<file path="src/rtl/pciwin_pkg.sv">
package pciwin_pkg;

  localparam int REG_W = 32;

  // Bus-master target encoding
  typedef enum logic [1:0] {
    TGT_NONE = 2'd0,
    TGT_SYS  = 2'd1,
    TGT_PCI  = 2'd2,
    TGT_CPU  = 2'd3
  } bmTgt_e;

  // Strobes from control to datapath
  typedef struct packed {
    logic             loadMask;
    logic             loadCtl;
    logic [REG_W-1:0] wrData;
    logic             takeCpu;
    logic             takeBm;
  } winStrobe_t;

endpackage

</file>
<file path="src/rtl/pciwin_ctrl.sv">
module pciwin_ctrl
  import pciwin_pkg::*;
(
  input  logic             regWrEn,
  input  logic             regSel,
  input  logic [REG_W-1:0] regWrData,
  input  logic             cpuValid,
  input  logic             bmValid,
  output winStrobe_t       strb
);

  always_comb begin
    strb.loadMask = regWrEn && !regSel;
    strb.loadCtl  = regWrEn && regSel;
    strb.wrData   = regWrData;
    strb.takeCpu  = cpuValid;
    strb.takeBm   = bmValid;
  end

endmodule

</file>
<file path="src/rtl/pciwin_dp.sv">
module pciwin_dp
  import pciwin_pkg::*;
#(
  parameter int                ADDR_W      = 32,
  parameter int                CHUNK_LOG2  = 23,
  parameter int                CHUNK_CNT   = 32,
  parameter logic [ADDR_W-1:0] REGION_BASE = 32'hF000_0000,
  parameter logic [ADDR_W-1:0] CPU_BASE    = 32'hFFF0_0000,
  parameter int                CTL_LSB     = 7,
  parameter int                CTL_W       = 2,
  parameter logic [CTL_W-1:0]  CTL_CODE    = 2'b01
)(
  input  logic              clk,
  input  logic              rstN,
  input  winStrobe_t        strb,
  input  logic [ADDR_W-1:0] cpuAddr,
  input  logic [ADDR_W-1:0] bmAddr,
  output logic              cpuHit,
  output logic [ADDR_W-1:0] cpuPciAddr,
  output logic              bmTgtValid,
  output logic [1:0]        bmTgt
);

  localparam int IDX_W  = $clog2(CHUNK_CNT);
  localparam int TAG_LO = CHUNK_LOG2 + IDX_W;
  localparam logic [ADDR_W:0] CHUNK_SIZE = {{ADDR_W{1'b0}}, 1'b1} << CHUNK_LOG2;
  localparam logic [ADDR_W:0] SYS_END = {1'b0, REGION_BASE} + CHUNK_SIZE;
  localparam logic [ADDR_W:0] PCI_END = SYS_END + CHUNK_SIZE * (ADDR_W+1)'(CHUNK_CNT - 2);
  localparam logic [ADDR_W:0] CPU_LO  = {1'b0, CPU_BASE};

  logic [CHUNK_CNT-1:0] maskReg;
  logic [CTL_W-1:0]     ctlField;
  logic [CHUNK_CNT-1:0] chunkEn;

  // Register file
  always_ff @(posedge clk) begin
    if (!rstN) begin
      maskReg  <= '0;
      ctlField <= '0;
    end else begin
      if (strb.loadMask) maskReg  <= strb.wrData[CHUNK_CNT-1:0];
      if (strb.loadCtl)  ctlField <= strb.wrData[CTL_LSB +: CTL_W];
    end
  end

  // Per-chunk enable, edge chunks tied off
  for (genvar gi = 0; gi < CHUNK_CNT; gi++) begin : g_chunk
    if (gi == 0 || gi == CHUNK_CNT - 1) begin : g_excl
      assign chunkEn[gi] = 1'b0;
    end else begin : g_open
      assign chunkEn[gi] = maskReg[gi];
    end
  end

  // CPU-side decode
  logic [IDX_W-1:0] chunkIdx;
  logic             inRegion;
  logic             fwdOn;
  logic             cpuHitD;

  always_comb begin
    chunkIdx = cpuAddr[CHUNK_LOG2 +: IDX_W];
    inRegion = cpuAddr[ADDR_W-1:TAG_LO] == REGION_BASE[ADDR_W-1:TAG_LO];
    fwdOn    = ctlField == CTL_CODE;
    cpuHitD  = strb.takeCpu && inRegion && fwdOn && chunkEn[chunkIdx];
  end

  // Bus-master steering
  logic [ADDR_W:0] bmWide;
  bmTgt_e          bmTgtD;

  always_comb begin
    bmWide = {1'b0, bmAddr};
    if (!strb.takeBm)         bmTgtD = TGT_NONE;
    else if (bmWide < SYS_END) bmTgtD = TGT_SYS;
    else if (bmWide < PCI_END) bmTgtD = TGT_PCI;
    else if (bmWide >= CPU_LO) bmTgtD = TGT_CPU;
    else                       bmTgtD = TGT_NONE;
  end

  // Output registers
  always_ff @(posedge clk) begin
    if (!rstN) begin
      cpuHit     <= 1'b0;
      cpuPciAddr <= '0;
      bmTgtValid <= 1'b0;
      bmTgt      <= TGT_NONE;
    end else begin
      cpuHit     <= cpuHitD;
      cpuPciAddr <= cpuHitD ? cpuAddr : '0;
      bmTgtValid <= strb.takeBm;
      bmTgt      <= bmTgtD;
    end
  end

endmodule

</file>
<file path="src/rtl/pciwin_decoder.sv">
module pciwin_decoder
  import pciwin_pkg::*;
#(
  parameter int                ADDR_W      = 32,
  parameter int                CHUNK_LOG2  = 23,
  parameter int                CHUNK_CNT   = 32,
  parameter logic [ADDR_W-1:0] REGION_BASE = 32'hF000_0000,
  parameter logic [ADDR_W-1:0] CPU_BASE    = 32'hFFF0_0000,
  parameter int                CTL_LSB     = 7,
  parameter int                CTL_W       = 2,
  parameter logic [CTL_W-1:0]  CTL_CODE    = 2'b01
)(
  input  logic              clk,
  input  logic              rstN,
  input  logic              regWrEn,
  input  logic              regSel,
  input  logic [REG_W-1:0]  regWrData,
  input  logic              cpuValid,
  input  logic [ADDR_W-1:0] cpuAddr,
  input  logic              bmValid,
  input  logic [ADDR_W-1:0] bmAddr,
  output logic              cpuHit,
  output logic [ADDR_W-1:0] cpuPciAddr,
  output logic              bmTgtValid,
  output logic [1:0]        bmTgt
);

  winStrobe_t strb;

  pciwin_ctrl u_ctrl (
    .regWrEn  (regWrEn),
    .regSel   (regSel),
    .regWrData(regWrData),
    .cpuValid (cpuValid),
    .bmValid  (bmValid),
    .strb     (strb)
  );

  pciwin_dp #(
    .ADDR_W     (ADDR_W),
    .CHUNK_LOG2 (CHUNK_LOG2),
    .CHUNK_CNT  (CHUNK_CNT),
    .REGION_BASE(REGION_BASE),
    .CPU_BASE   (CPU_BASE),
    .CTL_LSB    (CTL_LSB),
    .CTL_W      (CTL_W),
    .CTL_CODE   (CTL_CODE)
  ) u_dp (
    .clk       (clk),
    .rstN      (rstN),
    .strb      (strb),
    .cpuAddr   (cpuAddr),
    .bmAddr    (bmAddr),
    .cpuHit    (cpuHit),
    .cpuPciAddr(cpuPciAddr),
    .bmTgtValid(bmTgtValid),
    .bmTgt     (bmTgt)
  );

endmodule

</file>
<file path="config.mk">
export PLATFORM = sky130hd
export DESIGN_NAME = pciwin_decoder
export DESIGN_NICKNAME = d
export VERILOG_FILES = /design/src/rtl/pciwin_pkg.sv /design/src/rtl/pciwin_ctrl.sv /design/src/rtl/pciwin_dp.sv /design/src/rtl/pciwin_decoder.sv
export SDC_FILE = /design/constraint.sdc
export NUM_CORES = 1
export LEC_CHECK = 0
export ABC_AREA = 1
export BUFFER_PORTS_ARGS = -buffer_cell sky130_fd_sc_hd__buf_2
export CAP_MARGIN = 20
export CORE_ASPECT_RATIO = 1.1
export CORE_UTILIZATION = 46
export DETAILED_ROUTE_END_ITERATION = 7
export PLACE_DENSITY = 0.8
export SETUP_SLACK_MARGIN = 0.4
export SLEW_MARGIN = 20
export SYNTH_ARGS = -nofsm -noshare
export SYNTH_HDL_FRONTEND = slang
export SYNTH_HIERARCHICAL = 1
export SYNTH_SLANG_ARGS = --single-unit
</file>
<file path="constraint.sdc">
create_clock -name clk -period 1.6 [get_ports clk]
set_input_delay 0.32 -clock clk [delete_from_list [all_inputs] [get_ports clk]]
set_output_delay 0.32 -clock clk [all_outputs]
set_load 0.05 [all_outputs]
</file>
==> results of run 1 <==
[layout by cell type, fill, tap and decap left out, drive strengths merged]
master    instances
a21oi            22
a31oi             1
and3              1
buf             125
bufinv            1
clkbuf           14
clkinv            2
clkinvlp          1
dfxtp            68
inv              62
nand2            34
nand3            30
nand4             3
nor2             55
nor4b             1
o21ai            34
or2               1
[routing by layer]
layer	wire length [um]	share of wire
met5	0	0
met4	40	0.0063
met3	480	0.076
met2	3150	0.50
met1	2650	0.42
[repair_timing]
| action | CTS | global route |
|---|---|---|
| setup endpoints to repair | 68 | 41 |
| gates resized for setup | 36 | 37 |
| pin swaps | 0 | 10 |
| cloned | 0 | 2 |
[per-stage QoR]
stage                     hold slack [ns]  setup WS (ns)  instance area (um^2)   util  instances
after detailed placement            0.447        0.00691                  3280  0.562        514
after global routing                0.193          0.218                  3740  0.640        532
after CTS                           0.182          0.305                  3570  0.612        530
after global placement              0.446         0.0756                  3280  0.562        514
final                               0.217          0.288                  3740  0.640        532
after floorplan                     0.427          0.240                  2860      -        359
[state kept, by name (all words and copies together) (netlist names)]
| name | cells |
|---|---|
| u_dp/cpuPciAddr | 32 |
| u_dp/maskReg | 30 |
| u_dp/bmTgt | 2 |
| u_dp/ctlField | 2 |
| u_dp/bmTgtValid | 1 |
| u_dp/cpuHit | 1 |
[worst min-delay path by stage]
stage | end | startpoint | cells past startpoint | slack [ns]
after detailed placement | u_dp/maskReg[9] | u_dp/maskReg[9] | 2 | 0.45
after global placement | u_dp/maskReg[11] | u_dp/maskReg[11] | 2 | 0.45
after CTS | u_dp/cpuPciAddr[1] | cpuAddr[1] | 3 | 0.18
final | u_dp/cpuPciAddr[1] | cpuAddr[1] | 3 | 0.22
after floorplan | u_dp/cpuPciAddr[0] | cpuAddr[0] | 2 | 0.43
after global routing | u_dp/cpuPciAddr[11] | cpuAddr[11] | 3 | 0.19
[power groups by stage]
stage | Clock (mW) | Sequential, mW | Combinational (mW)
finish | 1.40 | 1.77 | 0.375
global route | 1.53 | 1.77 | 0.421
CTS | 1.44 | 1.77 | 0.360
detailed placement | 0 | 1.81 | 0.355
global placement | 0 | 1.80 | 0.346
floorplan | 0 | 1.81 | 0.254
[final cells by class]
cell class / count / area (um^2) / share of cell area
Inverter: 62 / 235 / 0.0629
Sequential cell: 68 / 1370 / 0.366
Timing Repair Buffer: 127 / 850 / 0.227
Multi-Input combinational cell: 182 / 988 / 0.264
Clock inverter: 4 / 47.5 / 0.0127
Clock buffer: 12 / 155 / 0.0415
Tap cell: 77 / 96.3 / 0.0258
[worst reg2reg max path, stage by stage (launching register included)]
cell	delay, ns
dfxtp_2	0.32
or2_4	0.22
nand3_2	0.07
nand3_2	0.06
nand3_2	0.06
nand3_2	0.09
nand3_4	0.17
clkbuf_16	0.19
nor2_2	0.03
==> run_results.csv, run 1 <==
group,metric,value,unit
die,fp.dieH,84.3,um
critical_path,cp.buffers_inverters,1,
die,initial_utilization,0.485,
critical_path,endpoint,"u_dp/cpuPciAddr[13]",
job,maxCapViolCount,0,
cells_and_area,syn2layout_area_growth,32.0,%
die,ios,138,
critical_path,crit_start,"u_dp/maskReg[12]",
outcome,status,"complete, no violations",
power,clkPwrFrac,0.395,
clock_network,cts_buffers,9,
critical_path,cp_data_arrival_time,1.53,ns
critical_path,r2r.worst_path.cells,8,
critical_path,cpMaxStageDelayCell,"dfxtp_2",
grt,grt_overflow,0,
sta,fin_setup_tns,0,ns
die,die_x,76.8,um
critical_path,critical_path.top_delay_family,"simple AND/OR/NAND/NOR gates",
power,ir_drop,0.571,mV
power,power_density,948,nW/um^2
critical_path,crit_path_start_kind,"register",
critical_path,cp.required,1.82,ns
critical_path,rr_endpoint,"u_dp/cpuPciAddr[13]",
power,p_leak,1.90,nW
grt,use_met3,0.0609,
cells_and_area,nets,552,
sta,finalHoldViolCount,0,
route,antenna_left,0,
critical_path,crit_type,"reg2reg",
die,core-area,5840,um^2
clock_network,cts.sinks,68,
die,rows,29,
yosys,syn-num-nets,461,
yosys,syn-cell-area,2830,um^2
cells_and_area,fill_cells,491,
power,comb_power_share,0.106,
sta,timing.final.crit_share,0.820,
critical_path,crit_fanout,7,
clock_network,root_buffer,"clkbuf_8",
power,p_int,2.71,mW
sta,drv_slew,0,
placed_design,numPortBuffers,115,
yosys,yosysWarningCount,6,
sta,skew,0.00872,ns
critical_path,path_cells,"or2_4, nand3_2, nand3_2, nand3_2, nand3_2, nand3_4, clkbuf_16, nor2_2",
grt,grt_pass1_vias,2318,
clock_network,cts.htree.levels,3,
power,p_sw,0.833,mW
sta,tightest_slew,0.341,ns
grt,top_usage_layer,"met2",
critical_path,r2r_start,"u_dp/maskReg[12]",
critical_path,path_depth,8,
sta,fmax,0.762,GHz
clock_network,postCtsHoldBufs,0,
clock_network,clockBufferDepth,2,
critical_path,cpMostUsedCell,"nand3_2",
clock_network,cts_setup_buffers,0,
route,drtIter0Drc,56,
route,detailroute.via_count,2474,
clock_network,clkLatencyLatePin,0.33,ns
route,drc,0,
grt,grt_use_met2,0.338,
placed_design,dpl.hpwl,4.36,mm
sta,setup_viol,0,
sta,rsz0062_at_grt,"true",
route,via_per_inst,4.65,
critical_path,rrSetupSlack,0.29,ns
power,switching_share,0.235,
grt,grt_pass1_wl,9.98,mm
sta,slew_headroom,0.772,
sta,fin_crit,1.31,ns
cells_and_area,drive_above_1_share,0.418,
power,power.total,3.55,mW
critical_path,end_kind,"register",
grt,antenna_found_initial,0,
die,dieArea,6480,um^2
clock_network,path_clk_slew,0.07,ns
grt,grt_use_total,0.194,
route,drt_pre_antenna_iters,4,
route,routed_wl,6.32,mm
route,wire_per_inst,11.9,um
clock_network,cts_tree,"built",
yosys,postSynthCellCount,359,
grt,use_met1,0.223,
yosys,avgSynthCellArea,7.89,um^2
critical_path,slowest_delay,0.32,ns
grt,grt_max_degree,34,
placed_design,place_congestion,0.754,
cells_and_area,diodes,0,
worst_hold_path,min_path_type,"in2reg",
power,sequentialPowerShare,0.499,
No activity file was read; power rests on OpenSTA's default activity.
==> inputs of run 2 (changes only) <==
CORE_UTILIZATION = 41   (was 46)
PLACE_DENSITY = 0.75   (was 0.8)
clock period = 1.15 ns   (was 1.6 ns; I/O delays follow)
==> run 2 against run 1 <==
The flow now finishes with violations (setup timing). Flip-flop and latch count did not move. Sequential power rose by 39%. Fmax fell by 0.47%. Register-to-register slack got worse by 0.46 ns. Sequential share of layout area fell by 3.4 points. Clock-buffer cell count rose by 1. Clock skew fell by 0.0030 ns. Largest power group unchanged.
==> run_results.csv, run 2 (synthesis gave the netlist of run 1 again) <==
group,metric,value,unit
outcome,status,"finished, violations left",
outcome,violations,"setup timing",
critical_path,cp.required,1.37,ns
power,comb_power_share,0.127,
grt,grt_max_degree,34,
route,via_per_inst,4.52,
sta,fmax,0.758,GHz
clock_network,path_clk_slew,0.07,ns
die,dieArea,7250,um^2
die,core-area,6630,um^2
critical_path,cpMaxStageDelayCell,"dfxtp_2",
clock_network,cts_tree,"built",
critical_path,cp_data_arrival_time,1.54,ns
placed_design,place_congestion,0.859,
power,p_leak,2.09,nW
power,clkPwrFrac,0.389,
sta,tightest_slew,0.356,ns
die,initial_utilization,0.427,
grt,grt_overflow,0,
sta,skew,0.00576,ns
route,drt_pre_antenna_iters,5,
die,ios,138,
clock_network,postCtsHoldBufs,0,
sta,setup_viol,32,
cells_and_area,top_register,"u_dp/cpuPciAddr",
die,die_x,81.3,um
placed_design,dpl.hpwl,4.39,mm
critical_path,crit_type,"reg2reg",
cells_and_area,post-route-util,0.642,
power,ir_drop,0.871,mV
sta,fin_setup_tns,-4.60,ns
clock_network,cts_buffers,9,
die,fp.dieH,89.2,um
power,power_density,1200,nW/um^2
cells_and_area,drive_above_1_share,0.532,
grt,grt_pass1_vias,2407,
critical_path,slowest_delay,0.32,ns
sta,slew_headroom,0.761,
grt,grt_pass1_wl,10.3,mm
critical_path,cpMostUsedCell,"nand3_2",
grt,grt_use_total,0.188,
route,wire_per_inst,11.8,um
clock_network,root_buffer,"clkbuf_8",
clock_network,clkLatencyLatePin,0.33,ns
route,antenna_left,0,
cells_and_area,final_cell_mix,"buf_2 (79), inv_1 (55), dfxtp_2 (41)",
cells_and_area,diodes,0,
sta,fin_crit,1.32,ns
route,met3WireLength,487,um
placed_design,dp_cells,543,
sta,finalHoldViolCount,0,
cells_and_area,nets,576,
placed_design,numPortBuffers,115,
clock_network,clockBufferDepth,2,
die,rows,31,
cells_and_area,largest_reg_flops,32,
power,p_sw,1.22,mW
grt,antenna_found_initial,0,
cells_and_area,instances_no_fill,561,
worst_hold_path,min_path_type,"in2reg",
route,drtIter0Drc,61,
route,top_layer_used,"met4",
sta,timing.final.crit_share,1.15,
clock_network,cts.htree.levels,3,
critical_path,path_cells,"or2_4, nand3_2, nand3_2, nand3_2, nand3_2, nand3_4, buf_12, nor2_1",
route,wl_met2,3.31,mm
critical_path,end_kind,"register",
route,routed_wl,6.61,mm
cells_and_area,final_common_cell,"buf_2",
job,maxCapViolCount,0,
critical_path,crit_fanout,15,
critical_path,crit_path_start_kind,"register",
route,drc,0,
sta,layout_setup_ws,-0.169,ns
clock_network,cts.sinks,68,
power,p_int,3.88,mW
route,wl_met1,2.70,mm
sta,rsz0062_at_grt,"true",
cells_and_area,reg_top3,"u_dp/cpuPciAddr (32), u_dp/maskReg (30)",
power,switching_share,0.239,
sta,drv_slew,0,
route,detailroute.via_count,2535,
power,sequentialPowerShare,0.484,
cells_and_area,syn2layout_area_growth,50.3,%
[run 2: metal layers]
metal	up-vias	global-route usage
li1	1311	-
met5	-	0
met2	99	0.348
met4	0	0.0893
met3	12	0.0500
met1	1113	0.195
[run 2: cell type report]
class / count / area (um^2)
Clock inverter: 3 / 45.0
Sequential cell: 68 / 1410
Fill cell: 533 / 2370
Multi-Input combinational cell: 182 / 1010
Clock buffer: 13 / 159
Inverter: 62 / 243
Tap cell: 82 / 103
Timing Repair Buffer: 151 / 1290
[run 2: power by group through the flow]
stage	logic (mW)	clock network [mW]	registers (mW)
floorplan	0.381	0	2.53
finish	0.648	1.98	2.46
CTS	0.623	2.03	2.46
global placement	0.593	0	2.51
global route	0.719	2.15	2.47
detailed placement	0.603	0	2.51
[run 2: worst max-delay path, delay by kind of cell (launching register included)]
| kind | cells | cell delay [ns] |
|---|---|---|
| flip-flops | 1 | 0.32 |
| AND/OR/NAND/NOR | 7 | 0.71 |
| buffers and inverters | 1 | 0.17 |
[run 2: metrics by stage]
stage	hold slack [ns]	total power [mW]	worst slack, ns	instance area [um^2]
final	0.114	5.09	-0.169	4260
after global routing	0.106	5.34	-0.221	4260
after CTS	0.0899	5.12	-0.111	4150
after detailed placement	0.440	3.12	-0.278	3540
after global placement	0.434	3.10	-0.255	3540
after floorplan	0.330	2.91	-0.120	2930
[run 2: final timing paths]
check	start	endpoint	slack (ns)	cells after the start
worst max-delay path	u_dp/maskReg[12]	u_dp/cpuPciAddr[0]	-0.17	8
worst min-delay path	cpuAddr[18]	u_dp/cpuPciAddr[18]	0.11	3
worst max register to register	u_dp/maskReg[12]	u_dp/cpuPciAddr[0]	-0.17	8
worst min register to register	u_dp/maskReg[5]	u_dp/maskReg[5]	0.46	2
[run 2: repair_timing]
action,4_1_cts,5_1_grt
gates cloned,0,1
setup buffers,0,1
endpoints found under the setup margin,69,73
gates resized for setup,133,26
hold endpoints to repair,0,0
pin swaps,2,2
